--- src/rtl/hp_slot_pkg.sv ---
package hp_slot_pkg;
  typedef logic [31:0] hp_word_t;

  localparam int LNK_CHG_BIT     = 24;
  localparam int PRES_BIT        = 22;
  localparam int PRES_CHG_BIT    = 19;
  localparam int LNK_CHG_EN_BIT  = 12;
  localparam int MASTER_EN_BIT   = 5;
  localparam int PRES_CHG_EN_BIT = 3;

  // bits that carry state; all others read as zero
  localparam hp_word_t IMPL_MASK = hp_word_t'(32'h0148_1028);
endpackage

--- src/rtl/hp_sync.sv ---
module hp_sync #(
  parameter int WIDTH  = 2,
  parameter int STAGES = 2
) (
  input  logic             clk,
  input  logic             rst_n,
  input  logic [WIDTH-1:0] d,
  output logic [WIDTH-1:0] q
);
  logic [WIDTH-1:0] stg_q [STAGES];

  for (genvar i = 0; i < STAGES; i++) begin : g_stage
    logic [WIDTH-1:0] stg_d;
    if (i == 0) begin : g_first
      assign stg_d = d;
    end else begin : g_rest
      assign stg_d = stg_q[i-1];
    end
    always_ff @(posedge clk or negedge rst_n) begin
      if (!rst_n) stg_q[i] <= '0;
      else        stg_q[i] <= stg_d;
    end
  end

  assign q = stg_q[STAGES-1];
endmodule

--- src/rtl/hp_arm_timer.sv ---
module hp_arm_timer #(
  parameter int LIMIT = 3
) (
  input  logic clk,
  input  logic rst_n,
  output logic armed
);
  localparam int CW = $clog2(LIMIT + 1);
  localparam logic [CW-1:0] LIM = CW'(LIMIT);

  logic [CW-1:0] cnt_q, cnt_d;
  logic          cnt_en;

  assign cnt_en = (cnt_q != LIM);

  always_comb begin
    cnt_d = cnt_q;
    if (cnt_en) cnt_d = cnt_q + 1'b1;
  end

  always_ff @(posedge clk or negedge rst_n) begin
    if (!rst_n)      cnt_q <= '0;
    else if (cnt_en) cnt_q <= cnt_d;
  end

  assign armed = !cnt_en;
endmodule

--- src/rtl/hp_chg_flag.sv ---
module hp_chg_flag (
  input  logic clk,
  input  logic rst_n,
  input  logic armed,
  input  logic level,
  input  logic clr,
  output logic flag
);
  logic prev_q;
  logic flag_q, flag_d;
  logic evt;

  assign evt = armed && (level != prev_q);

  // a change event outranks a same-cycle clear
  always_comb begin
    flag_d = flag_q;
    if (clr) flag_d = 1'b0;
    if (evt) flag_d = 1'b1;
  end

  always_ff @(posedge clk or negedge rst_n) begin
    if (!rst_n) begin
      prev_q <= 1'b0;
      flag_q <= 1'b0;
    end else begin
      prev_q <= level;
      flag_q <= flag_d;
    end
  end

  assign flag = flag_q;
endmodule

--- src/rtl/hp_slot_reg.sv ---
module hp_slot_reg
  import hp_slot_pkg::*;
#(
  parameter int                ADDR_W      = 12,
  parameter logic [ADDR_W-1:0] REG_ADDR    = 'h58,
  parameter int                SYNC_STAGES = 2
) (
  input  logic              clk,
  input  logic              rst_n,
  input  logic              slot_impl,
  input  logic              prsnt_in,
  input  logic              link_up_in,
  input  logic              reg_wr,
  input  logic [ADDR_W-1:0] reg_addr,
  input  logic [3:0]        reg_be,
  input  logic [31:0]       reg_wdata,
  output logic [31:0]       reg_rdata,
  output logic              hp_irq
);
  // previous-value registers become valid one edge after the synchronizer fills
  localparam int ARM_CYCLES = SYNC_STAGES + 1;

  logic hit, wr_hit;
  logic [1:0] sync_q;
  logic link_s, prsnt_s, pres_val;
  logic armed;
  logic lnk_chg, pres_chg;
  logic lnk_clr, pres_clr;
  logic lce_q, lce_d, mie_q, mie_d, pce_q, pce_d;
  logic en_we;
  hp_word_t word;

  assign hit    = (reg_addr[ADDR_W-1:2] == REG_ADDR[ADDR_W-1:2]);
  assign wr_hit = reg_wr && hit;

  hp_sync #(.WIDTH(2), .STAGES(SYNC_STAGES)) u_sync (
    .clk   (clk),
    .rst_n (rst_n),
    .d     ({link_up_in, prsnt_in}),
    .q     (sync_q)
  );
  assign {link_s, prsnt_s} = sync_q;
  assign pres_val = slot_impl ? prsnt_s : 1'b1;

  hp_arm_timer #(.LIMIT(ARM_CYCLES)) u_arm (
    .clk   (clk),
    .rst_n (rst_n),
    .armed (armed)
  );

  assign lnk_clr  = wr_hit && reg_be[LNK_CHG_BIT/8]  && reg_wdata[LNK_CHG_BIT];
  assign pres_clr = wr_hit && reg_be[PRES_CHG_BIT/8] && reg_wdata[PRES_CHG_BIT];

  hp_chg_flag u_lnk_flag (
    .clk   (clk),
    .rst_n (rst_n),
    .armed (armed),
    .level (link_s),
    .clr   (lnk_clr),
    .flag  (lnk_chg)
  );

  hp_chg_flag u_pres_flag (
    .clk   (clk),
    .rst_n (rst_n),
    .armed (armed),
    .level (pres_val),
    .clr   (pres_clr),
    .flag  (pres_chg)
  );

  // enable bits, written per byte strobe
  assign en_we = wr_hit && (reg_be[1:0] != 2'b00);

  always_comb begin
    lce_d = lce_q;
    mie_d = mie_q;
    pce_d = pce_q;
    if (reg_be[LNK_CHG_EN_BIT/8])  lce_d = reg_wdata[LNK_CHG_EN_BIT];
    if (reg_be[MASTER_EN_BIT/8])   mie_d = reg_wdata[MASTER_EN_BIT];
    if (reg_be[PRES_CHG_EN_BIT/8]) pce_d = reg_wdata[PRES_CHG_EN_BIT];
  end

  always_ff @(posedge clk or negedge rst_n) begin
    if (!rst_n) begin
      lce_q <= 1'b0;
      mie_q <= 1'b0;
      pce_q <= 1'b0;
    end else if (en_we) begin
      lce_q <= lce_d;
      mie_q <= mie_d;
      pce_q <= pce_d;
    end
  end

  always_comb begin
    word                  = '0;
    word[LNK_CHG_BIT]     = lnk_chg;
    word[PRES_BIT]        = pres_val;
    word[PRES_CHG_BIT]    = pres_chg;
    word[LNK_CHG_EN_BIT]  = lce_q;
    word[MASTER_EN_BIT]   = mie_q;
    word[PRES_CHG_EN_BIT] = pce_q;
  end

  assign reg_rdata = hit ? word : '0;
  assign hp_irq    = mie_q && ((pres_chg && pce_q) || (lnk_chg && lce_q));
endmodule

--- config.mk ---
export PLATFORM = sky130hd
export DESIGN_NAME = hp_slot_reg
export DESIGN_NICKNAME = d
export VERILOG_FILES = /design/src/rtl/hp_slot_pkg.sv /design/src/rtl/hp_sync.sv /design/src/rtl/hp_arm_timer.sv /design/src/rtl/hp_chg_flag.sv /design/src/rtl/hp_slot_reg.sv
export SDC_FILE = /design/constraint.sdc
export NUM_CORES = 1
export LEC_CHECK = 0
export ABC_AREA = 1
export CAP_MARGIN = 10
export CELL_PAD_IN_SITES_DETAIL_PLACEMENT = 1
export CELL_PAD_IN_SITES_GLOBAL_PLACEMENT = 1
export CORE_MARGIN = 8
export CORE_UTILIZATION = 20
export CTS_CLUSTER_SIZE = 20
export DETAILED_ROUTE_END_ITERATION = 12
export GPL_TIMING_DRIVEN = 0
export HOLD_SLACK_MARGIN = 0.02
export PLACE_DENSITY_LB_ADDON = 0.1
export SLEW_MARGIN = 0
export SYNTH_ARGS = -nofsm -noshare
export SYNTH_HDL_FRONTEND = slang
export SYNTH_SLANG_ARGS = --single-unit
--- constraint.sdc ---
create_clock -name clk -period 3.3 [get_ports clk]
set_clock_uncertainty 0.15 [all_clocks]
set_input_delay 0.495 -clock clk [delete_from_list [all_inputs] [get_ports clk]]
set_output_delay 0.495 -clock clk [all_outputs]
set_load 0.1 [all_outputs]
==> results.ini <==
[sta]
worst_pin_slew_ns = 0.972
setup_viol = 0
maxSlewHeadroom = 0.350
fin_crit_sh = 0.940
rsz0062_at_grt = no
finalCriticalPeriod_ns = 3.10
clock.fmax_ghz = 0.323
layout_setup_ws_ns = 0.199
drv_slew = 0
setup_tns_ns = 0
hold_violations = 0

[pwr]
vdd_drop_max_mv = 0.294
finalPower_mw = 0.506
p_leak_nw = 0.710
power.density_nw_per_um2 = 376

[floorplan]
fp.dieArea_um2 = 6540
die_h_um = 80.8
start_util = 0.209
num_rows = 23
core_area_um2 = 4030
io_pins = 87
fp.dieW_um = 80.8

[worst_hold_path]
hold_start = u_sync.g_stage[1].stg_d[1]
min_delay_path_depth = 0
hold_end = u_sync.q[1]
hp-class = reg -> reg

[clock_tree]
htree_num_levels = 1
cts.sinks = 13
cts.clk_slew.worst_paths_ns = 0.06
cts_buffer_depth = 2
cts_made_buffers = 3
insertion_delay_ns = 0.24
clockRootBuffer = clkbuf_8
cts_setup_buffers = 0
cts_tree = built

[route]
drc = 0
vias = 739
ant_nets = 0
wire_per_inst_um = 10.9
routed_wl_um = 2310
drtPass1Iterations = 4
drtIter0Drc = 17
vias_per_cell = 3.50

[placement]
gp_congestion = 0.649
port_buffers = 31
detailed_place_hpwl_um = 2050
place_inst = 207
pre_cts_slack_ns = -0.111

[global_route]
overflow = 0
antenna_found_initial = 0
grt_pass1_vias = 779
grt_max_degree = 14
track_usage = 0.0685
grt_pass1_wl_um = 3530

[cells_and_area]
area_growth_pct = 60.1
multi_input_area_um2 = 365
nets = 217
diodes = 0
regArea_um2 = 325
n_fill_cell = 489
utilization = 0.334
instances_no_fill = 211
drive_gt1_frac = 0.267

[synth]
syn_area_per_cell_um2 = 8.32
synth_seq_cells = 13
syn-cell-area_um2 = 841
seq_area_frac_synth = 0.387
yosysUniqueCellTypes = 22
synthCells = 101
ys_warn_count = 0

[setup_path]
arrival_ns = 2.46
critPathCaptureType = output pin
reg2reg_slack_ns = 2.06
r2r_end = u_arm.cnt_q[1]
startpoint_type = primary input
cp_max_fo = 6
rr_worst_depth = 2
r2r-start = u_arm.cnt_q[0]
critPathKind = in -> out
critical_path_required_ns = 2.65

[run_status]
status = completed

[job]
drv_cap = 0

==> sequential cells by signal, summed over array words and instances, names as in the netlist <==
register / flops
u_arm.cnt_q: 2
u_sync.g_stage.stg_d: 2
u_sync.q: 2
lce_q: 1
mie_q: 1
pce_q: 1
u_lnk_flag.flag: 1
u_lnk_flag.prev_q: 1
u_pres_flag.flag: 1
u_pres_flag.prev_q: 1
==> area by class of cell <==
class | count | share of cell area
well taps | 50 | 0.0465
plain buffers | 26 | 0.145
clock inverters | 1 | 0.00372
repair buffers | 31 | 0.225
clock buffers | 3 | 0.0307
inverters | 13 | 0.0362
flip-flops and latches | 13 | 0.242
multi-input cells | 74 | 0.271
==> synth_stat cells, drive strengths merged <==
library cell / number / area (µm²)
nand2: 17 / 66.3
or2: 1 / 6.26
nand3: 4 / 35.0
conb: 1 / 3.75
nor2: 13 / 66.3
dfrtp: 13 / 325
a21oi: 2 / 13.8
inv: 13 / 48.8
ha: 1 / 12.5
a21boi: 1 / 7.51
xnor2: 1 / 8.76
o21ai: 3 / 15.0
nand4: 4 / 25.0
buf: 26 / 195
mux2: 1 / 11.3
==> worst max-delay path, cell delays in order <==
cell             delay [ns]
clkdlybuf4s50_1        0.49
inv_1                  0.06
nor2_2                 0.09
nand3_2                0.09
nor2_4                 0.15
inv_2                  0.10
a21oi_2                0.11
dlygate4sd2_1          0.86
==> worst max-delay path by stage <==
stage,startpoint,end,cells after the start,slack [ns]
detailed placement,reg_addr[3],reg_rdata[22],8,-0.11
global placement,reg_addr[4],reg_rdata[12],8,-0.07
global route,reg_addr[4],reg_rdata[22],8,0.08
floorplan,reg_addr[4],reg_rdata[12],6,0.47
finish,reg_addr[3],reg_rdata[22],8,0.20
CTS,reg_addr[3],reg_rdata[22],8,0.17
==> power by group <==
part / switching [mW] / total, mW / internal (mW)
logic: 0.151 / 0.201 / 0.0501
registers: 0.00138 / 0.165 / 0.164
clock network: 0.0567 / 0.140 / 0.0832
total: 0.209 / 0.506 / 0.297
==> routing by layer <==
layer / GRT usage / vias to the layer above / wire (µm)
met5: 0 / - / 0
met4: 0.0107 / 0 / 0
met3: 0.0265 / 0 / 213
met2: 0.137 / 23 / 1310
met1: 0.0644 / 337 / 783
li1: - / 379 / -
==> cell usage in the layout, fill, tap and decap left out, types with 2 or more instances in the layout <==
master | netlist | layout
clkbuf_8 | 0 | 3
nand4_1 | 4 | 4
nand3_2 | 3 | 3
inv_1 | 12 | 12
dfrtp_1 | 13 | 13
o21ai_1 | 2 | 2
dlygate4sd2_1 | 0 | 6
buf_4 | 26 | 26
nor2_2 | 4 | 4
nor2_1 | 8 | 8
clkdlybuf4s50_1 | 0 | 25
nand2_1 | 16 | 16
conb_1 | 1 | 26
==> repair_timing <==
item | 4_1_cts | 5_1_grt
hold buffers | 0 | 0
setup endpoints to repair | 6 | 0
hold endpoints to repair | 0 | 0
gates resized for setup | 6 | 0
==> per-stage QoR <==
| step | area (µm²) | hold WS [ns] |
|---|---|---|
| global placement | 1310 | 0.182 |
| CTS | 1350 | 0.201 |
| global route | 1350 | 0.206 |
| detailed placement | 1310 | 0.186 |
| floorplan | 935 | 0.0494 |
| finish | 1350 | 0.199 |
==> cell families (layout without fill, tap and decap cells) <==
group           count (synthesis)  after routing  synth area share
fa+ha+maj                       1              1            0.0149
mux                             1              1            0.0134
simple gates                   39             39             0.237
compound gates                  6              6            0.0431
other cells                     1             26           0.00446
flops                          13             13             0.387
xor+xnor                        1              1            0.0104
buf+inv                        39             74             0.290
Note: power is estimated with default switching activity, not from simulation.
